### src/rtl/rtc_cal_pkg.sv
package rtc_cal_pkg;

    localparam logic [3:0] IX_SEC    = 4'd0;
    localparam logic [3:0] IX_SEC_AL = 4'd1;
    localparam logic [3:0] IX_MIN    = 4'd2;
    localparam logic [3:0] IX_MIN_AL = 4'd3;
    localparam logic [3:0] IX_HR     = 4'd4;
    localparam logic [3:0] IX_HR_AL  = 4'd5;
    localparam logic [3:0] IX_DOW    = 4'd6;
    localparam logic [3:0] IX_DOM    = 4'd7;
    localparam logic [3:0] IX_MON    = 4'd8;
    localparam logic [3:0] IX_YR     = 4'd9;
    localparam logic [3:0] IX_STAT   = 4'd10;
    localparam logic [3:0] IX_CTL    = 4'd11;

    localparam int CTL_FREEZE = 7;
    localparam int CTL_BIN    = 2;
    localparam int CTL_H24    = 1;
    localparam logic [7:0] CTL_RESET = 8'h02;

    typedef enum logic [1:0] {PH_IDLE, PH_LEAD, PH_TAIL} upd_phase_e;

    typedef struct packed {
        logic [7:0] sec;
        logic [7:0] min;
        logic [7:0] hour;
        logic [7:0] dow;
        logic [7:0] dom;
        logic [7:0] mon;
        logic [7:0] year;
    } cal_t;

    typedef struct packed {
        cal_t       tm;
        logic [7:0] al_sec;
        logic [7:0] al_min;
        logic [7:0] al_hr;
        logic [7:0] ctl;
        logic       alarm;
    } clk_state_t;

    function automatic logic [7:0] to_bin(input logic [7:0] v, input logic is_bin);
        return is_bin ? v : (({4'd0, v[7:4]} * 8'd10) + {4'd0, v[3:0]});
    endfunction

    function automatic logic [7:0] from_bin(input logic [7:0] v, input logic is_bin);
        logic [7:0] tens;
        logic [7:0] ones;
        tens = v / 8'd10;
        ones = v % 8'd10;
        return is_bin ? v : {tens[3:0], ones[3:0]};
    endfunction

    function automatic logic [7:0] month_len(input logic [7:0] mon_b, input logic [7:0] yr_b);
        logic [7:0] len;
        case (mon_b)
            8'd4, 8'd6, 8'd9, 8'd11: len = 8'd30;
            8'd2:                    len = (yr_b[1:0] == 2'b00) ? 8'd29 : 8'd28;
            default:                 len = 8'd31;
        endcase
        return len;
    endfunction

endpackage

### src/rtl/rtc_upd_seq.sv
module rtc_upd_seq
    import rtc_cal_pkg::*;
#(
    parameter int LEAD_CYC = 4,
    parameter int HOLD_CYC = 3
) (
    input  logic clk,
    input  logic rst_n,
    input  logic tick,
    input  logic freeze,
    output logic busy,
    output logic apply
);
    localparam int MAXC  = (LEAD_CYC > HOLD_CYC) ? LEAD_CYC : HOLD_CYC;
    localparam int CNT_W = $clog2(MAXC + 1);

    typedef struct packed {
        upd_phase_e       ph;
        logic [CNT_W-1:0] cnt;
    } seq_t;

    seq_t s_d, s_q;

    always_comb begin
        s_d   = s_q;
        apply = 1'b0;
        case (s_q.ph)
            PH_IDLE: begin
                if (tick && !freeze) begin
                    s_d.ph  = PH_LEAD;
                    s_d.cnt = CNT_W'(LEAD_CYC - 1);
                end
            end
            PH_LEAD: begin
                if (s_q.cnt == '0) begin
                    apply   = !freeze;
                    s_d.ph  = PH_TAIL;
                    s_d.cnt = CNT_W'(HOLD_CYC - 1);
                end else begin
                    s_d.cnt = s_q.cnt - 1'b1;
                end
            end
            PH_TAIL: begin
                if (s_q.cnt == '0) s_d.ph = PH_IDLE;
                else               s_d.cnt = s_q.cnt - 1'b1;
            end
            default: s_d.ph = PH_IDLE;
        endcase
    end

    always_ff @(posedge clk or negedge rst_n) begin
        if (!rst_n) begin
            s_q.ph  <= PH_IDLE;
            s_q.cnt <= '0;
        end else begin
            s_q <= s_d;
        end
    end

    assign busy = (s_q.ph != PH_IDLE);

endmodule

### src/rtl/rtc_cal_step.sv
module rtc_cal_step
    import rtc_cal_pkg::*;
(
    input  cal_t cur,
    input  logic is_bin,
    input  logic mode24,
    output cal_t nxt
);
    logic [7:0] s_b, mi_b, h_b, dw_b, dm_b, mo_b, yr_b, dim, h_n, h_enc;
    logic       c_min, c_hr, c_day, c_mon, c_yr, pm_n;

    always_comb begin
        nxt   = cur;
        s_b   = to_bin(cur.sec, is_bin);
        mi_b  = to_bin(cur.min, is_bin);
        h_b   = mode24 ? to_bin(cur.hour, is_bin) : to_bin({1'b0, cur.hour[6:0]}, is_bin);
        dw_b  = to_bin(cur.dow, is_bin);
        dm_b  = to_bin(cur.dom, is_bin);
        mo_b  = to_bin(cur.mon, is_bin);
        yr_b  = to_bin(cur.year, is_bin);
        dim   = month_len(mo_b, yr_b);
        c_hr  = 1'b0;
        c_day = 1'b0;
        c_mon = 1'b0;
        c_yr  = 1'b0;
        pm_n  = cur.hour[7];
        h_n   = h_b;
        h_enc = 8'd0;

        c_min   = (s_b == 8'd59);
        nxt.sec = from_bin(c_min ? 8'd0 : s_b + 8'd1, is_bin);

        if (c_min) begin
            c_hr    = (mi_b == 8'd59);
            nxt.min = from_bin(c_hr ? 8'd0 : mi_b + 8'd1, is_bin);
        end

        if (c_hr) begin
            if (mode24) begin
                c_day    = (h_b == 8'd23);
                nxt.hour = from_bin(c_day ? 8'd0 : h_b + 8'd1, is_bin);
            end else begin
                if (h_b == 8'd11) begin
                    h_n   = 8'd12;
                    pm_n  = ~cur.hour[7];
                    c_day = cur.hour[7];
                end else if (h_b == 8'd12) begin
                    h_n = 8'd1;
                end else begin
                    h_n = h_b + 8'd1;
                end
                h_enc    = from_bin(h_n, is_bin);
                nxt.hour = {pm_n, h_enc[6:0]};
            end
        end

        if (c_day) begin
            nxt.dow = from_bin((dw_b == 8'd7) ? 8'd1 : dw_b + 8'd1, is_bin);
            c_mon   = (dm_b == dim);
            nxt.dom = from_bin(c_mon ? 8'd1 : dm_b + 8'd1, is_bin);
        end

        if (c_mon) begin
            c_yr    = (mo_b == 8'd12);
            nxt.mon = from_bin(c_yr ? 8'd1 : mo_b + 8'd1, is_bin);
        end

        if (c_yr) begin
            nxt.year = from_bin((yr_b == 8'd99) ? 8'd0 : yr_b + 8'd1, is_bin);
        end
    end

endmodule

### src/rtl/rtc_alarm_match.sv
module rtc_alarm_match #(
    parameter int NF = 3
) (
    input  logic [NF-1:0][7:0] cur,
    input  logic [NF-1:0][7:0] alm,
    output logic               hit
);
    logic [NF-1:0] fld_ok;

    for (genvar i = 0; i < NF; i++) begin : g_fld
        assign fld_ok[i] = (alm[i][7:6] == 2'b11) || (alm[i] == cur[i]);
    end

    assign hit = &fld_ok;

endmodule

### src/rtl/rtc_calendar_clock.sv
module rtc_calendar_clock
    import rtc_cal_pkg::*;
#(
    parameter int LEAD_CYC = 4,
    parameter int HOLD_CYC = 3
) (
    input  logic       clk,
    input  logic       rst_n,
    input  logic       tick_i,
    input  logic       wr_en_i,
    input  logic [3:0] addr_i,
    input  logic [7:0] wdata_i,
    output logic [7:0] rdata_o,
    output logic       uip_o,
    output logic       alarm_o
);
    localparam int NFLD = 3;

    clk_state_t r_d, r_q;
    cal_t       tm_step;
    logic       seq_busy, seq_apply, al_hit, time_wr_ok;
    logic       hold_w;
    logic [7:0] sec_w;

    assign hold_w = r_q.ctl[CTL_FREEZE];
    assign sec_w  = r_q.tm.sec;

    rtc_upd_seq #(
        .LEAD_CYC(LEAD_CYC),
        .HOLD_CYC(HOLD_CYC)
    ) seq_i (
        .clk   (clk),
        .rst_n (rst_n),
        .tick  (tick_i),
        .freeze(hold_w),
        .busy  (seq_busy),
        .apply (seq_apply)
    );

    rtc_cal_step step_i (
        .cur   (r_q.tm),
        .is_bin(r_q.ctl[CTL_BIN]),
        .mode24(r_q.ctl[CTL_H24]),
        .nxt   (tm_step)
    );

    rtc_alarm_match #(.NF(NFLD)) match_i (
        .cur({tm_step.hour, tm_step.min, tm_step.sec}),
        .alm({r_q.al_hr, r_q.al_min, r_q.al_sec}),
        .hit(al_hit)
    );

    assign time_wr_ok = hold_w || !seq_busy;

    always_comb begin
        r_d       = r_q;
        r_d.alarm = 1'b0;
        if (seq_apply) begin
            r_d.tm    = tm_step;
            r_d.alarm = al_hit;
        end
        if (wr_en_i) begin
            case (addr_i)
                IX_SEC:    if (time_wr_ok) r_d.tm.sec  = wdata_i;
                IX_MIN:    if (time_wr_ok) r_d.tm.min  = wdata_i;
                IX_HR:     if (time_wr_ok) r_d.tm.hour = wdata_i;
                IX_DOW:    if (time_wr_ok) r_d.tm.dow  = wdata_i;
                IX_DOM:    if (time_wr_ok) r_d.tm.dom  = wdata_i;
                IX_MON:    if (time_wr_ok) r_d.tm.mon  = wdata_i;
                IX_YR:     if (time_wr_ok) r_d.tm.year = wdata_i;
                IX_SEC_AL: r_d.al_sec = wdata_i;
                IX_MIN_AL: r_d.al_min = wdata_i;
                IX_HR_AL:  r_d.al_hr  = wdata_i;
                IX_CTL:    r_d.ctl    = wdata_i;
                default: ;
            endcase
        end
    end

    always_ff @(posedge clk or negedge rst_n) begin
        if (!rst_n) begin
            r_q.tm.sec  <= 8'd0;
            r_q.tm.min  <= 8'd0;
            r_q.tm.hour <= 8'd0;
            r_q.tm.dow  <= 8'd1;
            r_q.tm.dom  <= 8'd1;
            r_q.tm.mon  <= 8'd1;
            r_q.tm.year <= 8'd0;
            r_q.al_sec  <= 8'd0;
            r_q.al_min  <= 8'd0;
            r_q.al_hr   <= 8'd0;
            r_q.ctl     <= CTL_RESET;
            r_q.alarm   <= 1'b0;
        end else begin
            r_q <= r_d;
        end
    end

    always_comb begin
        case (addr_i)
            IX_SEC:    rdata_o = r_q.tm.sec;
            IX_SEC_AL: rdata_o = r_q.al_sec;
            IX_MIN:    rdata_o = r_q.tm.min;
            IX_MIN_AL: rdata_o = r_q.al_min;
            IX_HR:     rdata_o = r_q.tm.hour;
            IX_HR_AL:  rdata_o = r_q.al_hr;
            IX_DOW:    rdata_o = r_q.tm.dow;
            IX_DOM:    rdata_o = r_q.tm.dom;
            IX_MON:    rdata_o = r_q.tm.mon;
            IX_YR:     rdata_o = r_q.tm.year;
            IX_STAT:   rdata_o = {seq_busy, 7'd0};
            IX_CTL:    rdata_o = r_q.ctl;
            default:   rdata_o = 8'd0;
        endcase
    end

    assign uip_o   = seq_busy;
    assign alarm_o = r_q.alarm;

endmodule

### config.mk
export PLATFORM = sky130hd
export DESIGN_NAME = rtc_calendar_clock
export DESIGN_NICKNAME = d
export VERILOG_FILES = /design/src/rtl/rtc_cal_pkg.sv /design/src/rtl/rtc_upd_seq.sv /design/src/rtl/rtc_cal_step.sv /design/src/rtl/rtc_alarm_match.sv /design/src/rtl/rtc_calendar_clock.sv
export SDC_FILE = /design/constraint.sdc
export NUM_CORES = 1
export LEC_CHECK = 0
export CORE_UTILIZATION = 46
export DETAILED_ROUTE_END_ITERATION = 8
export SYNTH_ARGS = -nofsm -noshare
export SYNTH_HDL_FRONTEND = slang
export SYNTH_SLANG_ARGS = --single-unit
### constraint.sdc
create_clock -name clk -period 7.6 [get_ports clk]
set_input_delay 1.52 -clock clk [delete_from_list [all_inputs] [get_ports clk]]
set_output_delay 1.52 -clock clk [all_outputs]
set_load 0.005 [all_outputs]
* Yosys cells after proc, flatten, opt, wreduce, memory -nomap -nowiden
Index checks and enable logic that the tools add are counted.
Storage, ports and cells: word-level logic and storage cells 187, input bits 16, output and inout bits 10, flip-flop bits (word level) 94
Operators by class: eq/ne operators 37, reductions and logical operators 21, mux-type cells 74, bitwise logic cells 1, $add $sub $neg 16, $mul 8, divide/modulo/power cells 16
Operators by type and width (count):
- $mux 8 | 50
- $pmux 8 s12 | 1
- $mux 88 | 1
- $div 8x4->8 const B | 8
- $mod 8x4->8 const B | 8
- $add 8x1->8 const B | 7
- $add 8x4->8 | 7
- $mux 56 | 1
- $mul 4x3->7 const B | 7
- $eq 8x4->1 const B | 5
- $eq 8x8->1 | 4
- $eq 8x3->1 const B | 3
- $eq 4x3->1 const B | 4
- $eq 4x4->1 const B | 4
- $eq 8x6->1 const B | 2
- $mux 16 | 1
- $pmux 8 s2 | 1
- $mux 1 | 11
- $pmux 3 s3 | 1
- $reduce_and 3->1 | 3
- $add 7x4->8 | 1
- $eq 2x2->1 const B | 4
- $eq 4x2->1 const B | 2
- $eq 8x2->1 const B | 1
- 24 further kinds | 36

* Logic depth before layout (Yosys ltp)
word-level depth 17, gate-level depth with buffers 30

* Cells and area by module
Synthesis repeated with hierarchy kept, for this count alone.
Unflattened totals: cells, all modules 2045, area, all modules 15389.8 µm²
By module, submodules not included:
- rtc_cal_step | cells an instance 1515, area each 9904.5 µm², times used 1
- rtc_calendar_clock | cells an instance 448, area each 4752.1 µm², times used 1
- rtc_upd_seq | cells an instance 48, area each 452.9 µm², times used 1
- rtc_alarm_match | cells an instance 34, area each 280.3 µm², times used 1

* Least setup slack after synthesis
OpenSTA, ideal clock, no wires.
kind register to register, start point reg r_q[3] (netlist bit), end point reg r_q (netlist bit alarm_o), setup time 0.088 ns, path slack 1.473 ns, arrival 6.038 ns, path buffers 11, cell stages (with the launch flop) 30, data required time 7.512 ns, cells stage by stage dfrtp_1 buf_6 buf_6 buf_6 buf_6 buf_6 buf_2 clkbuf_1 clkbuf_1 buf_1 buf_1 buf_1 mux2_2 ha_1 or3b_2 xor2_1 nor3_1 a311oi_1 a31oi_1 nor2_1 nand2_1 nand2_1 o21ai_0 ha_1 o21ai_1 a221oi_2 xnor2_1 nor4_1 a31oi_1 nor3b_1
RTL lines:
- start, declared | line rtc_calendar_clock.sv:19 | clk_state_t r_d, r_q;
- start signal, assigned | line rtc_calendar_clock.sv:95 | r_q <= r_d;

==> flow_metrics.env <==
export IMPL_outcome="finished clean"
export IMPL_cts_tree="yes"
export IMPL_cts_clk_slew_worst_paths_ns=0.07
export IMPL_crit_type="reg2reg"
export IMPL_fillers=3141
export IMPL_clock_sinks=94
export IMPL_min_path_cells=1
export IMPL_core_area_mm2=0.0316
export IMPL_grt_pass1_vias=13900
export IMPL_r2r_slack_ns=1.23
export IMPL_clock_skew_ns=0.00704
export IMPL_dp_cells=2302
export IMPL_synth_most_common_cell="nand2_1"
export IMPL_synth_nets=2079
export IMPL_post_cts_setup_buffers=0
export IMPL_min_period_ns=6.37
export IMPL_synthMuxAreaShare_pct=8.88
export IMPL_first_iter_violations=1396
export IMPL_yosys_area_share_simple_pct=23.4
export IMPL_dr_pass1_iters=8
export IMPL_slew_headroom_pct=22.4
export IMPL_maxCapViolations=0
export IMPL_cts_inserted_buffers=9
export IMPL_drt_total_wl_mm=45.5
export IMPL_ys_ff_latch=94
export IMPL_startpoint="r_q[70]"
export IMPL_synth_top_area_share_pct=15.2
export IMPL_die_h_um=182
export IMPL_crit_path_end="alarm_o"
export IMPL_htreeDepth=3
export IMPL_fp_dieArea_mm2=0.0329
export IMPL_rows=65
export IMPL_drtAntennaViolNets=0
export IMPL_clk_path_buf_depth=2
export IMPL_netlist_area_mm2=0.0148
export IMPL_wl_met3_mm=2.16
export IMPL_synth_cell_type_count=115
export IMPL_yosys_most_used_dff="dfrtp_1"
export IMPL_place_gp_congestion=0.937
export IMPL_r2r_start="r_q[70]"
export IMPL_fin_ws_ns=1.23
export IMPL_grt_antenna_before_repair=1
export IMPL_fp_dieW_um=182
export IMPL_fin_nets=2025
export IMPL_cp_arrival_ns=6.63
export IMPL_yosys_top_cells_area="dfrtp_1 (15%), ha_1 (7.1%), nand2_1 (5.7%), a21oi_1 (5.1%), xnor2_1 (4.7%)"
export IMPL_rsz0062_at_grt="no"
export IMPL_start_kind="flop"
export IMPL_via_count=15100
export IMPL_yosys_area_share_xor_xnor_pct=7.04
export IMPL_fmax_mhz=157
export IMPL_worstPathCellList="ha_1 -> ha_1 -> fa_1 -> nand2_1 -> a21oi_1 -> xor2_1 -> a221oi_2 -> nor3_2 -> or2_2 -> maj3_1 -> o311ai_2 -> a21oi_1 -> o21bai_1 -> ha_1 -> nand2_1 -> o21ai_0 -> a31o_1 -> a311oi_1 -> a2111o_1 -> a21oi_1 -> o41ai_1 -> nor3b_1"
export IMPL_io_buffer_count=25
export IMPL_pre_cts_ws_ns=1.28
export IMPL_synth_compound_area_share_pct=30.7
export IMPL_synthArstFlopShare_pct=100
export IMPL_synth_top_family_by_area="compound AO/OA/AOI/OAI gates"
export IMPL_max_slew_worst_pin_slew_ns=1.16
export IMPL_cts_hold_buffers=0
export IMPL_grt_start_max_net_pins=56
export IMPL_cts_resized=0
export IMPL_synth_edf_count=0
export IMPL_synth_top_area_cell="dfrtp_1"
export IMPL_maxUsedRoutingLayer="met5"
export IMPL_area_delta_synth_final_pct=4.79
export IMPL_wl_per_cell_um=19.6
export IMPL_yosysWarningCount=0
export IMPL_ys_seq_area_share_pct=15.9
export IMPL_rr_endpoint="alarm_o"
export IMPL_finalInstanceArea_mm2=0.0155
export IMPL_start_util_pct=46.8
export IMPL_critPathSlowestCell="a221oi_2"
export IMPL_synth_fa_ha_area_share_pct=9.39
export IMPL_cp_max_fo=12
export IMPL_end_kind="flop"
export IMPL_drt_vias_per_instance=6.50
export IMPL_drcViolationCount=0
export IMPL_r2r_cells=22
export IMPL_hold_violations=0
export IMPL_placed_area_mm2=0.0152
export IMPL_finalSetupViolCount=0
export IMPL_final_setup_tns_ns=0
export IMPL_grt_overflow=0
export IMPL_slew_violations=0
export IMPL_diodes=0
export IMPL_synthTopCellsByCount="nand2_1 (225), nor2_1 (157), a21oi_1 (150), o21ai_0 (137), dfrtp_1 (90)"
export IMPL_clk_latency_ns=0.35
export IMPL_dpl_hpwl_mm=34.3
export IMPL_syn_mean_instance_area_um2=7.54
export IMPL_io_pins=26
export IMPL_grt_usage_pct=27.4
export IMPL_grt_pass1_wl_mm=74.5
export IMPL_critical_path_max_stage_delay_ns=0.81
export IMPL_finalCritPeriodShare_pct=83.8
export IMPL_drive_gt1_share_pct=8.35
export IMPL_wl_met1_mm=21.7
export IMPL_cp_data_required_time_ns=7.87
export IMPL_hold_class="reg2reg"
export IMPL_synthCells=1965
export IMPL_cts_root_buf="clkbuf_16"
export IMPL_met2_length_mm=21.0
export IMPL_stdcell_count=2318
final cells by class:
cell class              count  area [µm²]  share of cell area, %
multi-input cells        1711       11800                   75.8
flip-flops and latches     94        2360                   15.2
well taps                 402         503                   3.24
repair buffers             44         390                   2.51
clock buffers              10         229                   1.47
inverters                  51         191                   1.23
clock inverters             6        86.3                  0.556
per-stage QoR:
step / util [%] / hold WS [ns]
floorplan: - / 0.471
CTS: 49.1 / 0.503
detailed placement: 48.1 / 0.488
global placement: 48.1 / 0.483
global route: 49.1 / 0.514
finish: 49.1 / 0.513
state kept, by name (all words and copies together), names as in the netlist:
| name | cells |
|---|---|
| alarm_o | 1 |
| hold_w | 1 |
| r_q | 79 |
| sec_w | 8 |
| seq_i.s_q | 5 |
placed cells by master (no fill, tap or decap), types with 24 or more instances in the layout:
master | netlist | routed
nand3_1 | 72 | 72
ha_1 | 84 | 84
mux2_2 | 58 | 58
dfrtp_1 | 90 | 89
inv_1 | 48 | 47
o21ai_0 | 137 | 137
nand4_1 | 24 | 24
and2_1 | 24 | 24
a211oi_1 | 29 | 29
clkdlybuf4s50_1 | 0 | 24
nor3_1 | 48 | 48
o31ai_1 | 24 | 24
mux2i_1 | 55 | 55
a21o_1 | 25 | 25
a21oi_1 | 150 | 150
xnor2_1 | 79 | 79
nand2_1 | 225 | 225
xor2_1 | 37 | 37
a31oi_1 | 39 | 39
nor2_1 | 157 | 157
worst max-delay path, delay by kind of cell (launching register included):
| family | cells | cell delay, ns |
|---|---|---|
| simple gates | 5 | 0.92 |
| fa+ha+maj | 5 | 1.75 |
| compound gates | 11 | 2.99 |
| flops | 1 | 0.50 |
| xor+xnor | 1 | 0.12 |
cells by family (layout without fill, tap and decap cells):
| kind of cell | Yosys count | in the layout |
|---|---|---|
| and+or+nand+nor | 709 | 709 |
| xor gates and xnor gates | 117 | 117 |
| AOI/OAI and AO/OA | 663 | 663 |
| adders and majority gates | 104 | 104 |
| muxes | 118 | 118 |
| buffers and inverters | 160 | 111 |
| DFF | 94 | 94 |
worst min-delay path by stage:
| stage | startpoint | slack [ns] | end |
|---|---|---|---|
| floorplan | r_q[5] | 0.47 | r_q[5] |
| global placement | r_q[5] | 0.48 | r_q[5] |
| detailed placement | r_q[5] | 0.49 | r_q[5] |
| CTS | r_q[5] | 0.50 | r_q[5] |
| global route | r_q[5] | 0.51 | r_q[5] |
| finish | r_q[5] | 0.51 | r_q[5] |
per-layer routing:
| metal | vias to the layer above | GRT usage [%] |
|---|---|---|
| li1 | 7327 | - |
| met1 | 7222 | 39.5 |
| met2 | 457 | 44.8 |
| met3 | 48 | 1.97 |
| met4 | 2 | 5.32 |
| met5 | - | 0 |
Power is not shown: default switching activity piles up to over one toggle a cycle in this logic, so the estimate is an artifact.
